$ cat src/rtl/frp_pkg.sv
package frp_pkg;
  typedef enum logic [1:0] {
    ST_HUNT   = 2'd0,
    ST_LEN_LO = 2'd1,
    ST_LEN_HI = 2'd2,
    ST_PAY    = 2'd3
  } frp_state_e;

  localparam logic [7:0] MARK_BYTE = 8'h7E;
  localparam int unsigned LEN_W = 16;
endpackage

$ cat src/rtl/frp_sat_cnt.sv
module frp_sat_cnt #(
  parameter int unsigned W = 16
) (
  input  logic         clk_i,
  input  logic         rst_ni,
  input  logic         inc_i,
  output logic [W-1:0] cnt_o
);
  localparam logic [W-1:0] CNT_MAX = '1;

  logic [W-1:0] cnt_q;

  always_ff @(posedge clk_i or negedge rst_ni) begin
    if (!rst_ni)                       cnt_q <= '0;
    else if (inc_i && cnt_q != CNT_MAX) cnt_q <= cnt_q + W'(1);
  end

  assign cnt_o = cnt_q;

  AST_CNT_SAT_HOLD: assert property (@(posedge clk_i) disable iff (!rst_ni)
    cnt_o == CNT_MAX |=> cnt_o == CNT_MAX);
endmodule

$ cat src/rtl/frp_len_chk.sv
module frp_len_chk #(
  parameter int unsigned LEN_W   = 16,
  parameter int unsigned MAX_LEN = 4096
) (
  input  logic [LEN_W-1:0] len_i,
  output logic             ok_o
);
  localparam logic [LEN_W-1:0] MAX_L = LEN_W'(MAX_LEN);

  assign ok_o = (len_i != '0) && (len_i <= MAX_L);
endmodule

$ cat src/rtl/frp_ctrl.sv
module frp_ctrl
  import frp_pkg::*;
#(
  parameter int unsigned MAX_LEN = 4096,
  localparam int unsigned REM_W  = $clog2(MAX_LEN + 1)
) (
  input  logic             clk_i,
  input  logic             rst_ni,
  input  logic             rx_valid_i,
  input  logic [7:0]       rx_data_i,
  input  logic             rx_overrun_i,
  input  logic             out_ready_i,
  input  logic             len_ok_i,
  output logic [LEN_W-1:0] hdr_len_o,
  output logic             pay_fire_o,
  output logic             first_o,
  output logic             last_o,
  output logic             good_evt_o,
  output logic             drop_evt_o,
  output logic             junk_evt_o
);
  frp_state_e       state_q, state_d;
  logic [7:0]       len_lo_q, len_lo_d;
  logic [REM_W-1:0] remain_q, remain_d;
  logic             first_q, first_d;

  assign hdr_len_o  = {rx_data_i, len_lo_q};
  assign pay_fire_o = (state_q == ST_PAY) && rx_valid_i && !rx_overrun_i;
  assign first_o    = first_q;
  assign last_o     = (remain_q == REM_W'(1));

  always_comb begin
    state_d    = state_q;
    len_lo_d   = len_lo_q;
    remain_d   = remain_q;
    first_d    = first_q;
    good_evt_o = 1'b0;
    drop_evt_o = 1'b0;
    junk_evt_o = 1'b0;
    if (state_q == ST_HUNT) begin
      // overrun while hunting has nothing to abort
      if (rx_valid_i) begin
        if (rx_data_i == MARK_BYTE) state_d = ST_LEN_LO;
        else                        junk_evt_o = 1'b1;
      end
    end else if (rx_overrun_i) begin
      drop_evt_o = 1'b1;
      state_d    = ST_HUNT;
    end else if (rx_valid_i) begin
      unique case (state_q)
        ST_LEN_LO: begin
          len_lo_d = rx_data_i;
          state_d  = ST_LEN_HI;
        end
        ST_LEN_HI: begin
          if (len_ok_i) begin
            remain_d = hdr_len_o[REM_W-1:0];
            first_d  = 1'b1;
            state_d  = ST_PAY;
          end else begin
            drop_evt_o = 1'b1;
            state_d    = ST_HUNT;
          end
        end
        ST_PAY: begin
          if (!out_ready_i) begin
            drop_evt_o = 1'b1;
            state_d    = ST_HUNT;
          end else begin
            first_d = 1'b0;
            if (last_o) begin
              good_evt_o = 1'b1;
              state_d    = ST_HUNT;
            end else begin
              remain_d = remain_q - REM_W'(1);
            end
          end
        end
        default: state_d = ST_HUNT;
      endcase
    end
  end

  always_ff @(posedge clk_i or negedge rst_ni) begin
    if (!rst_ni) begin
      state_q  <= ST_HUNT;
      len_lo_q <= '0;
      remain_q <= '0;
      first_q  <= 1'b0;
    end else begin
      state_q  <= state_d;
      len_lo_q <= len_lo_d;
      remain_q <= remain_d;
      first_q  <= first_d;
    end
  end

  AST_OVR_ABORT: assert property (@(posedge clk_i) disable iff (!rst_ni)
    (state_q != ST_HUNT && rx_overrun_i) |=> state_q == ST_HUNT);
  AST_STALL_ABORT: assert property (@(posedge clk_i) disable iff (!rst_ni)
    (pay_fire_o && !out_ready_i) |=> state_q == ST_HUNT);
  AST_BADLEN_HUNT: assert property (@(posedge clk_i) disable iff (!rst_ni)
    (state_q == ST_LEN_HI && rx_valid_i && !rx_overrun_i && !len_ok_i)
      |=> state_q == ST_HUNT);
  AST_LAST_TO_HUNT: assert property (@(posedge clk_i) disable iff (!rst_ni)
    (pay_fire_o && out_ready_i && last_o) |=> state_q == ST_HUNT);
  AST_LOAD_NONZERO: assert property (@(posedge clk_i) disable iff (!rst_ni)
    ($rose(state_q == ST_PAY)) |-> remain_q != '0);
endmodule

$ cat src/rtl/frame_rx.sv
module frame_rx
  import frp_pkg::*;
#(
  parameter int unsigned MAX_LEN = 4096,
  parameter int unsigned CNT_W   = 16
) (
  input  logic             clk_i,
  input  logic             rst_ni,
  input  logic             rx_valid_i,
  input  logic [7:0]       rx_data_i,
  input  logic             rx_overrun_i,
  input  logic             out_ready_i,
  output logic             out_valid_o,
  output logic [7:0]       out_data_o,
  output logic             out_sof_o,
  output logic             out_last_o,
  output logic             frame_good_o,
  output logic             frame_drop_o,
  output logic [CNT_W-1:0] drop_count_o,
  output logic [CNT_W-1:0] junk_count_o
);
  logic [LEN_W-1:0] hdr_len;
  logic len_ok, pay_fire, first, last;
  logic good_evt, drop_evt, junk_evt;
  logic good_q, drop_q;

  frp_len_chk #(.LEN_W(LEN_W), .MAX_LEN(MAX_LEN)) u_len_chk (
    .len_i(hdr_len),
    .ok_o (len_ok)
  );

  frp_ctrl #(.MAX_LEN(MAX_LEN)) u_ctrl (
    .clk_i       (clk_i),
    .rst_ni      (rst_ni),
    .rx_valid_i  (rx_valid_i),
    .rx_data_i   (rx_data_i),
    .rx_overrun_i(rx_overrun_i),
    .out_ready_i (out_ready_i),
    .len_ok_i    (len_ok),
    .hdr_len_o   (hdr_len),
    .pay_fire_o  (pay_fire),
    .first_o     (first),
    .last_o      (last),
    .good_evt_o  (good_evt),
    .drop_evt_o  (drop_evt),
    .junk_evt_o  (junk_evt)
  );

  frp_sat_cnt #(.W(CNT_W)) u_drop_cnt (
    .clk_i (clk_i),
    .rst_ni(rst_ni),
    .inc_i (drop_evt),
    .cnt_o (drop_count_o)
  );

  frp_sat_cnt #(.W(CNT_W)) u_junk_cnt (
    .clk_i (clk_i),
    .rst_ni(rst_ni),
    .inc_i (junk_evt),
    .cnt_o (junk_count_o)
  );

  always_ff @(posedge clk_i or negedge rst_ni) begin
    if (!rst_ni) begin
      good_q <= 1'b0;
      drop_q <= 1'b0;
    end else begin
      good_q <= good_evt;
      drop_q <= drop_evt;
    end
  end

  assign out_valid_o  = pay_fire;
  assign out_data_o   = rx_data_i;
  assign out_sof_o    = pay_fire && first;
  assign out_last_o   = pay_fire && last;
  assign frame_good_o = good_q;
  assign frame_drop_o = drop_q;

  AST_GOOD_AFTER_LAST: assert property (@(posedge clk_i) disable iff (!rst_ni)
    (out_valid_o && out_ready_i && out_last_o) |=> frame_good_o);
  AST_DROP_CNT_STEP: assert property (@(posedge clk_i) disable iff (!rst_ni)
    (frame_drop_o && $past(drop_count_o) != '1)
      |-> drop_count_o == $past(drop_count_o) + CNT_W'(1));
  AST_PULSE_EXCL: assert property (@(posedge clk_i) disable iff (!rst_ni)
    !(frame_good_o && frame_drop_o));
endmodule

$ cat config.mk
export PLATFORM = sky130hd
export DESIGN_NAME = frame_rx
export DESIGN_NICKNAME = d
export VERILOG_FILES = /design/src/rtl/frp_pkg.sv /design/src/rtl/frp_sat_cnt.sv /design/src/rtl/frp_len_chk.sv /design/src/rtl/frp_ctrl.sv /design/src/rtl/frame_rx.sv
export SDC_FILE = /design/constraint.sdc
export NUM_CORES = 1
export LEC_CHECK = 0
export BUFFER_PORTS_ARGS = -buffer_cell sky130_fd_sc_hd__buf_2
export CAP_MARGIN = 10
export CORE_UTILIZATION = 50
export DETAILED_ROUTE_END_ITERATION = 16
export MAX_ROUTING_LAYER = met4
export PLACE_DENSITY_LB_ADDON = 0.25
export SLEW_MARGIN = 10
export SYNTH_ARGS = -nofsm -noshare
export SYNTH_HDL_FRONTEND = slang
export SYNTH_SLANG_ARGS = --single-unit
export TNS_END_PERCENT = 30
$ cat constraint.sdc
create_clock -name clk_i -period 5.4 [get_ports clk_i]
set_clock_uncertainty 0.15 [all_clocks]
set_input_delay 1.08 -clock clk_i [delete_from_list [all_inputs] [get_ports clk_i]]
set_output_delay 1.08 -clock clk_i [all_outputs]
set_load 0.005 [all_outputs]
-- Yosys cells after proc, flatten, opt, wreduce, memory -nomap -nowiden
Index checks and enable logic that the tools add are counted.
- input port bits: 13
- word-level logic and storage cells: 74
- output and inout port bits: 45
- register bits: 58
- add/subtract/negate cells: 3
- bitwise logic cells: 2
- order comparisons: 1
- equality and inequality tests: 13
- reduce and logical (&&, ||, !) cells: 16
- mux-type cells: 31
- operators with widths (kind ; count):
    $mux 13 ; 3
    $add 16x1->16 const B ; 2
    $ne 16x16->1 const B ; 2
    $pmux 13 s2 ; 1
    $le 16x13->1 const B ; 1
    $mux 1 ; 16
    $mux 2 ; 8
    $reduce_bool 16->1 ; 1
    $eq 13x1->1 const B ; 1
    $sub 13x1->13 const B ; 1
    $ne 2x2->1 const B ; 5
    $eq 8x7->1 const B ; 1
    $reduce_and 4->1 ; 2
    $logic_and 1x1->1 ; 7
    $reduce_and 7->1 ; 1
    $pmux 2 s3 ; 1
    $reduce_and 6->1 ; 1
    $ne 5x5->1 const B ; 1
    $eq 2x2->1 const B ; 2
    $pmux 1 s2 ; 2
    $reduce_bool 2->1 ; 2
    $eq 2x1->1 const B ; 1
    $logic_not 2->1 ; 1
    $not 1->1 ; 2
    $logic_not 1->1 ; 1

-- Longest topological paths before layout
- depth after elaboration: 8
- gate-level depth with buffers: 9
- gate-level depth less buffers: 8

-- By module
Synthesis repeated with hierarchy kept, for this count alone.
- cell total of the unflattened synthesis: 339
- area, all modules: 3502.1 um^2
- modules (own cells, without submodules) (module ; seq. area each (um^2) ; area an instance (um^2) ; cells each ; times used):
    frp_ctrl ; 600.6 ; 1635.3 ; 173 ; 1
    frp_sat_cnt at u_drop_cnt ; 400.4 ; 859.6 ; 72 ; 1
    frp_sat_cnt at u_junk_cnt ; 400.4 ; 808.3 ; 74 ; 1
    frame_rx ; 50.0 ; 122.6 ; 12 ; 1
    frp_len_chk ; 0.0 ; 76.3 ; 8 ; 1

-- Worst setup path after synthesis
OpenSTA, ideal clock, no wires.
- kind: input -> register
- start point: in rx_data_i[4]
- end point: reg u_ctrl.remain_q[11]
- path slack: 2.526 ns
- arrival time: 2.596 ns
- setup time: 0.128 ns
- stages on the path: 7
- required time: 5.122 ns
- path buffers: 1
- cells stage by stage: or4_1 > a21oi_1 > o311ai_4 > nor2_4 > buf_6 > mux2i_1 > nand3_1
- word-level cells in the longest chain between the ends: 4
- elaborated cells between the ends (all ways): 5
- RTL lines (item ; line ; RTL):
    from (decl) ; frame_rx.sv:10 ; input logic [7:0] rx_data_i,
    $le 16x13->1 or $reduce_bool 16->1 (tied branches) ; frp_len_chk.sv:10 ; assign ok_o = (len_i != '0) && (len_i <= MAX_L);
    $logic_and 1x1->1 * ; frp_len_chk.sv:10 ;
    $ne 2x2->1 (no source line) * ; n/a ;
    $reduce_and 7->1 (no source line) * ; n/a ;
    to (signal assigned) ; frp_ctrl.sv:93 ; remain_q <= remain_d;
    to (decl) ; frp_ctrl.sv:24 ; logic [REM_W-1:0] remain_q, remain_d;
Mark *: on every way between the ends. The rest lies on a longest branch, timed or not.
A chain may end at the register's enable or synchronous reset.

-- Worst setup path after layout
- start point: reg u_ctrl.state_q[0]
- end point: out out_sof_o
- word-level cells in the longest chain between the ends: 4
- RTL lines (item ; line ; RTL):
    from (decl) ; frp_ctrl.sv:22 ; frp_state_e state_q, state_d;
    from (signal assigned) ; frp_ctrl.sv:91 ; state_q <= state_d;
    $eq 2x2->1 ; frp_ctrl.sv:28 ; assign pay_fire_o = (state_q == ST_PAY) && rx_valid_i && !rx_overrun_i;
    $logic_and 1x1->1 (2 in series) ; frp_ctrl.sv:28 ;
    $logic_and 1x1->1 ; frame_rx.sv:75 ; assign out_sof_o = pay_fire && first;
    to (decl) ; frame_rx.sv:15 ; output logic out_sof_o,
Every way passes these cells.

==> flow_summary_export.csv <==
group,metric,value,unit
floorplanning,die_w,82.3,um
route,route.detailed.drc,0,
critical_path,cp-start-kind,"flop",
power_and_ir_drop,cellLeakagePower,1.62,nW
clock_network,clock_latency,0.34,ns
grt,antenna_found_initial,0,
synth,syn_area,3220,um^2
clock_network,cts_tree,"yes",
floorplanning,fp.dieH,82.3,um
synth,yosysTopAreaCellShare,45.0,%
finish,syn2layout_area_growth,13.8,%
timing,rsz0062_at_grt,"no",
critical_path,worstPathMaxFanout,36,
finish,fin_nets,377,
synth,ys_seq_elements,58,
placement,io_buffer_count,57,
floorplanning,rows,28,
grt,grt_pass1_vias,2404,
finish,final_layout_size_suffix_gt1_share,24.9,%
timing,hold_violations,0,
timing,timing.fmax,0.291,GHz
route,ant_nets,0,
route,drt_iter0_drc,144,
floorplanning,floorplan.initialDensity,53.2,%
critical_path,worstSetupPathType,"flop to primary output",
synth,synth_cell_type_count,47,
synth,synthArstFlopShare,100,%
clock_network,numCtsBuffers,9,
synth,avgSynthCellArea,10.5,um^2
power_and_ir_drop,swShare,35.3,%
power_and_ir_drop,p_comb_share,29.0,%
timing,finalHoldWorstSlack,0.333,ns
route,via_per_inst,5.78,
power_and_ir_drop,peakVddDrop,0.231,mV
clock_network,cts_hold_buf,0,
clock_network,root_buffer,"clkbuf_8",
timing,drv_slew,0,
synth,yosys.area.top_type,"dfrtp_1",
power_and_ir_drop,finalPower,1.52,mW
finish,antennaDiodeCount,0,
power_and_ir_drop,clockPowerShare,24.4,%
critical_path,end_kind,"primary output",
synth,seq_area_frac_synth,45.0,%
finish,num-fill-cells,536,
finish,multiInputGateArea,1620,um^2
clock_network,htreeDepth,3,
floorplanning,core,6060,um^2
critical_path,arrival,2.21,ns
synth,syn-num-nets,328,
grt,overflow,0,
run,cap_violations,0,
finish,regArea,1450,um^2
synth,ys_top_cells_by_count,"dfrtp_1 (58), nand3_1 (27), xnor2_1 (25)",
synth,synth_area_leaders,"dfrtp_1 (45%), xnor2_1 (6.8%), nand3_1 (4.2%), mux2_2 (3.8%), ha_1 (3.1%)",
synth,synth_edf_count,0,
clock_network,postCtsSetupRepairBufs,0,
synth,yosys_warnings,0,
route,routedWlPerCell,15.7,um
timing,worst_pin_slew,1.09,ns
clock_network,clk_pin_slew,0.06,ns
clock_network,cts_sinks,58,
timing,setup-violations-final,0,
power_and_ir_drop,power.density,414,nW/um^2
timing,period_minus_slack,3.44,ns
power_and_ir_drop,p_seq_share,46.5,%
outcome,status,"finished clean",
route,drt-total-wl,6870,um
placement,place_congestion,0.801,
floorplanning,ios,58,
route,dr.pass1.iters,4,
power_and_ir_drop,internal_power,0.981,mW
power_and_ir_drop,power.switching,0.536,mW
clock_network,clk_path_buf_depth,2,
hold_path,hold_class,"flop to flop",
route,vias,2522,
finish,instances_no_fill,436,
grt,grt_usage,23.6,%
grt,grt_first_pass_wirelength,11400,um
synth,synthCells,307,
synth,synth-main-ff-cell,"dfrtp_1",
critical_path,cp.required,4.17,ns
timing,relSlewSlack,27.6,%
placement,dp_cells,420,
timing,setup_tns,0,ns
grt,grt_start_max_net_pins,59,
floorplanning,dieArea,6770,um^2
synth,yosysMostFrequentCell,"dfrtp_1",
timing,final.period_utilization,63.7,%
clock_network,ctsResizeCount,0,
placement,place_hpwl,4740,um
power groups by stage:
| stage | sequential [mW] | combinational [mW] | clock (mW) |
|---|---|---|---|
| floorplan | 0.681 | 0.321 | 0 |
| global placement | 0.703 | 0.425 | 0 |
| detailed placement | 0.711 | 0.439 | 0 |
| CTS | 0.705 | 0.444 | 0.380 |
| global route | 0.727 | 0.490 | 0.400 |
| finish | 0.706 | 0.441 | 0.371 |
sequential cells by signal, indices dropped and copies added (netlist names):
register and cells:
frame_drop_o 1, frame_good_o 1, u_ctrl.first_o 1, u_ctrl.len_lo_q 8
u_ctrl.remain_q 13, u_ctrl.state_q 2, u_drop_cnt.cnt_o 16, u_junk_cnt.cnt_o 16
per-stage QoR:
| step | setup slack (ns) | util, % | instance area [um^2] |
|---|---|---|---|
| 5_1_grt | 1.68 | 60.5 | 3670 |
| 3_5_place_dp | 1.80 | 57.5 | 3490 |
| 4_1_cts | 1.93 | 60.5 | 3670 |
| 3_3_place_gp | 1.82 | 57.5 | 3490 |
| 2_1_floorplan | 2.53 | - | 3220 |
| 6_report | 1.96 | 60.5 | 3670 |
path summary, 6_finish.rpt:
path	from	end	slack, ns	depth (start not counted)
max in group asynchronous	rst_ni	u_ctrl.state_q[1]	3.86	2
setup / recovery	u_ctrl.state_q[0]	out_sof_o	1.96	5
hold / removal	u_junk_cnt.cnt_o[11]	u_junk_cnt.cnt_o[11]	0.33	1
hold reg to reg	u_junk_cnt.cnt_o[11]	u_junk_cnt.cnt_o[11]	0.33	1
setup reg to reg	u_ctrl.state_q[0]	u_drop_cnt.cnt_o[1]	1.99	6
min in group asynchronous	rst_ni	u_ctrl.remain_q[3]	0.73	2
layout make-up:
cell class | instances | share of cell area (%)
multi-input cells | 221 | 44.1
flip-flops and latches | 58 | 39.6
repair buffers | 58 | 7.98
clock buffers | 14 | 4.71
well taps | 75 | 2.56
inverters | 8 | 0.819
clock inverters | 2 | 0.273
cell usage in the layout, fill, tap and decap left out, types with 4 or more instances in the layout:
cell      synthesis  final
a21oi_1           5      5
and2_1            4      4
and3_1           14     14
and4_1            6      6
buf_2             1     57
clkbuf_8          0     12
dfrtp_1          58     58
ha_1              8      8
inv_1             8      8
mux2_2           11     11
mux2i_1           9      9
nand2_1          16     16
nand2b_1          5      5
nand3_1          27     27
nand3b_1          9      9
nand4_1          12     12
nand4b_1          4      4
nor2_1            7      7
nor3_1            5      5
nor3b_1           7      7
o21ai_0           7      7
or3_1             4      4
xnor2_1          25     25
xor2_1            4      4
per-layer routing:
| metal | global-route usage [%] | up-vias | part of all wire [%] |
|---|---|---|---|
| met5 | - | - | 0 |
| met2 | 35.5 | 65 | 47 |
| li1 | - | 1214 | - |
| met1 | 30.6 | 1234 | 46 |
| met3 | 4.84 | 9 | 5.2 |
| met4 | 10.7 | 0 | 1.2 |
cell families (layout without fill, tap and decap cells):
group                      Yosys count  after routing  share of synthesized area (%)
muxes                               22             22                           7.34
adders and majority gates            8              8                           3.11
AOI/OAI and AO/OA                   30             30                           6.95
DFF                                 58             58                           45.0
xor gates and xnor gates            29             29                           7.88
and+or+nand+nor                    132            132                           24.9
buffers and inverters               28             82                           4.77
critical path, stage by stage, from the launching register on:
cell     delay, ns
dfrtp_1       0.39
ha_1          0.90
nand3_1       0.24
inv_1         0.12
and2_1        0.12
buf_2         0.10
Power figures use the tool's default switching activity.
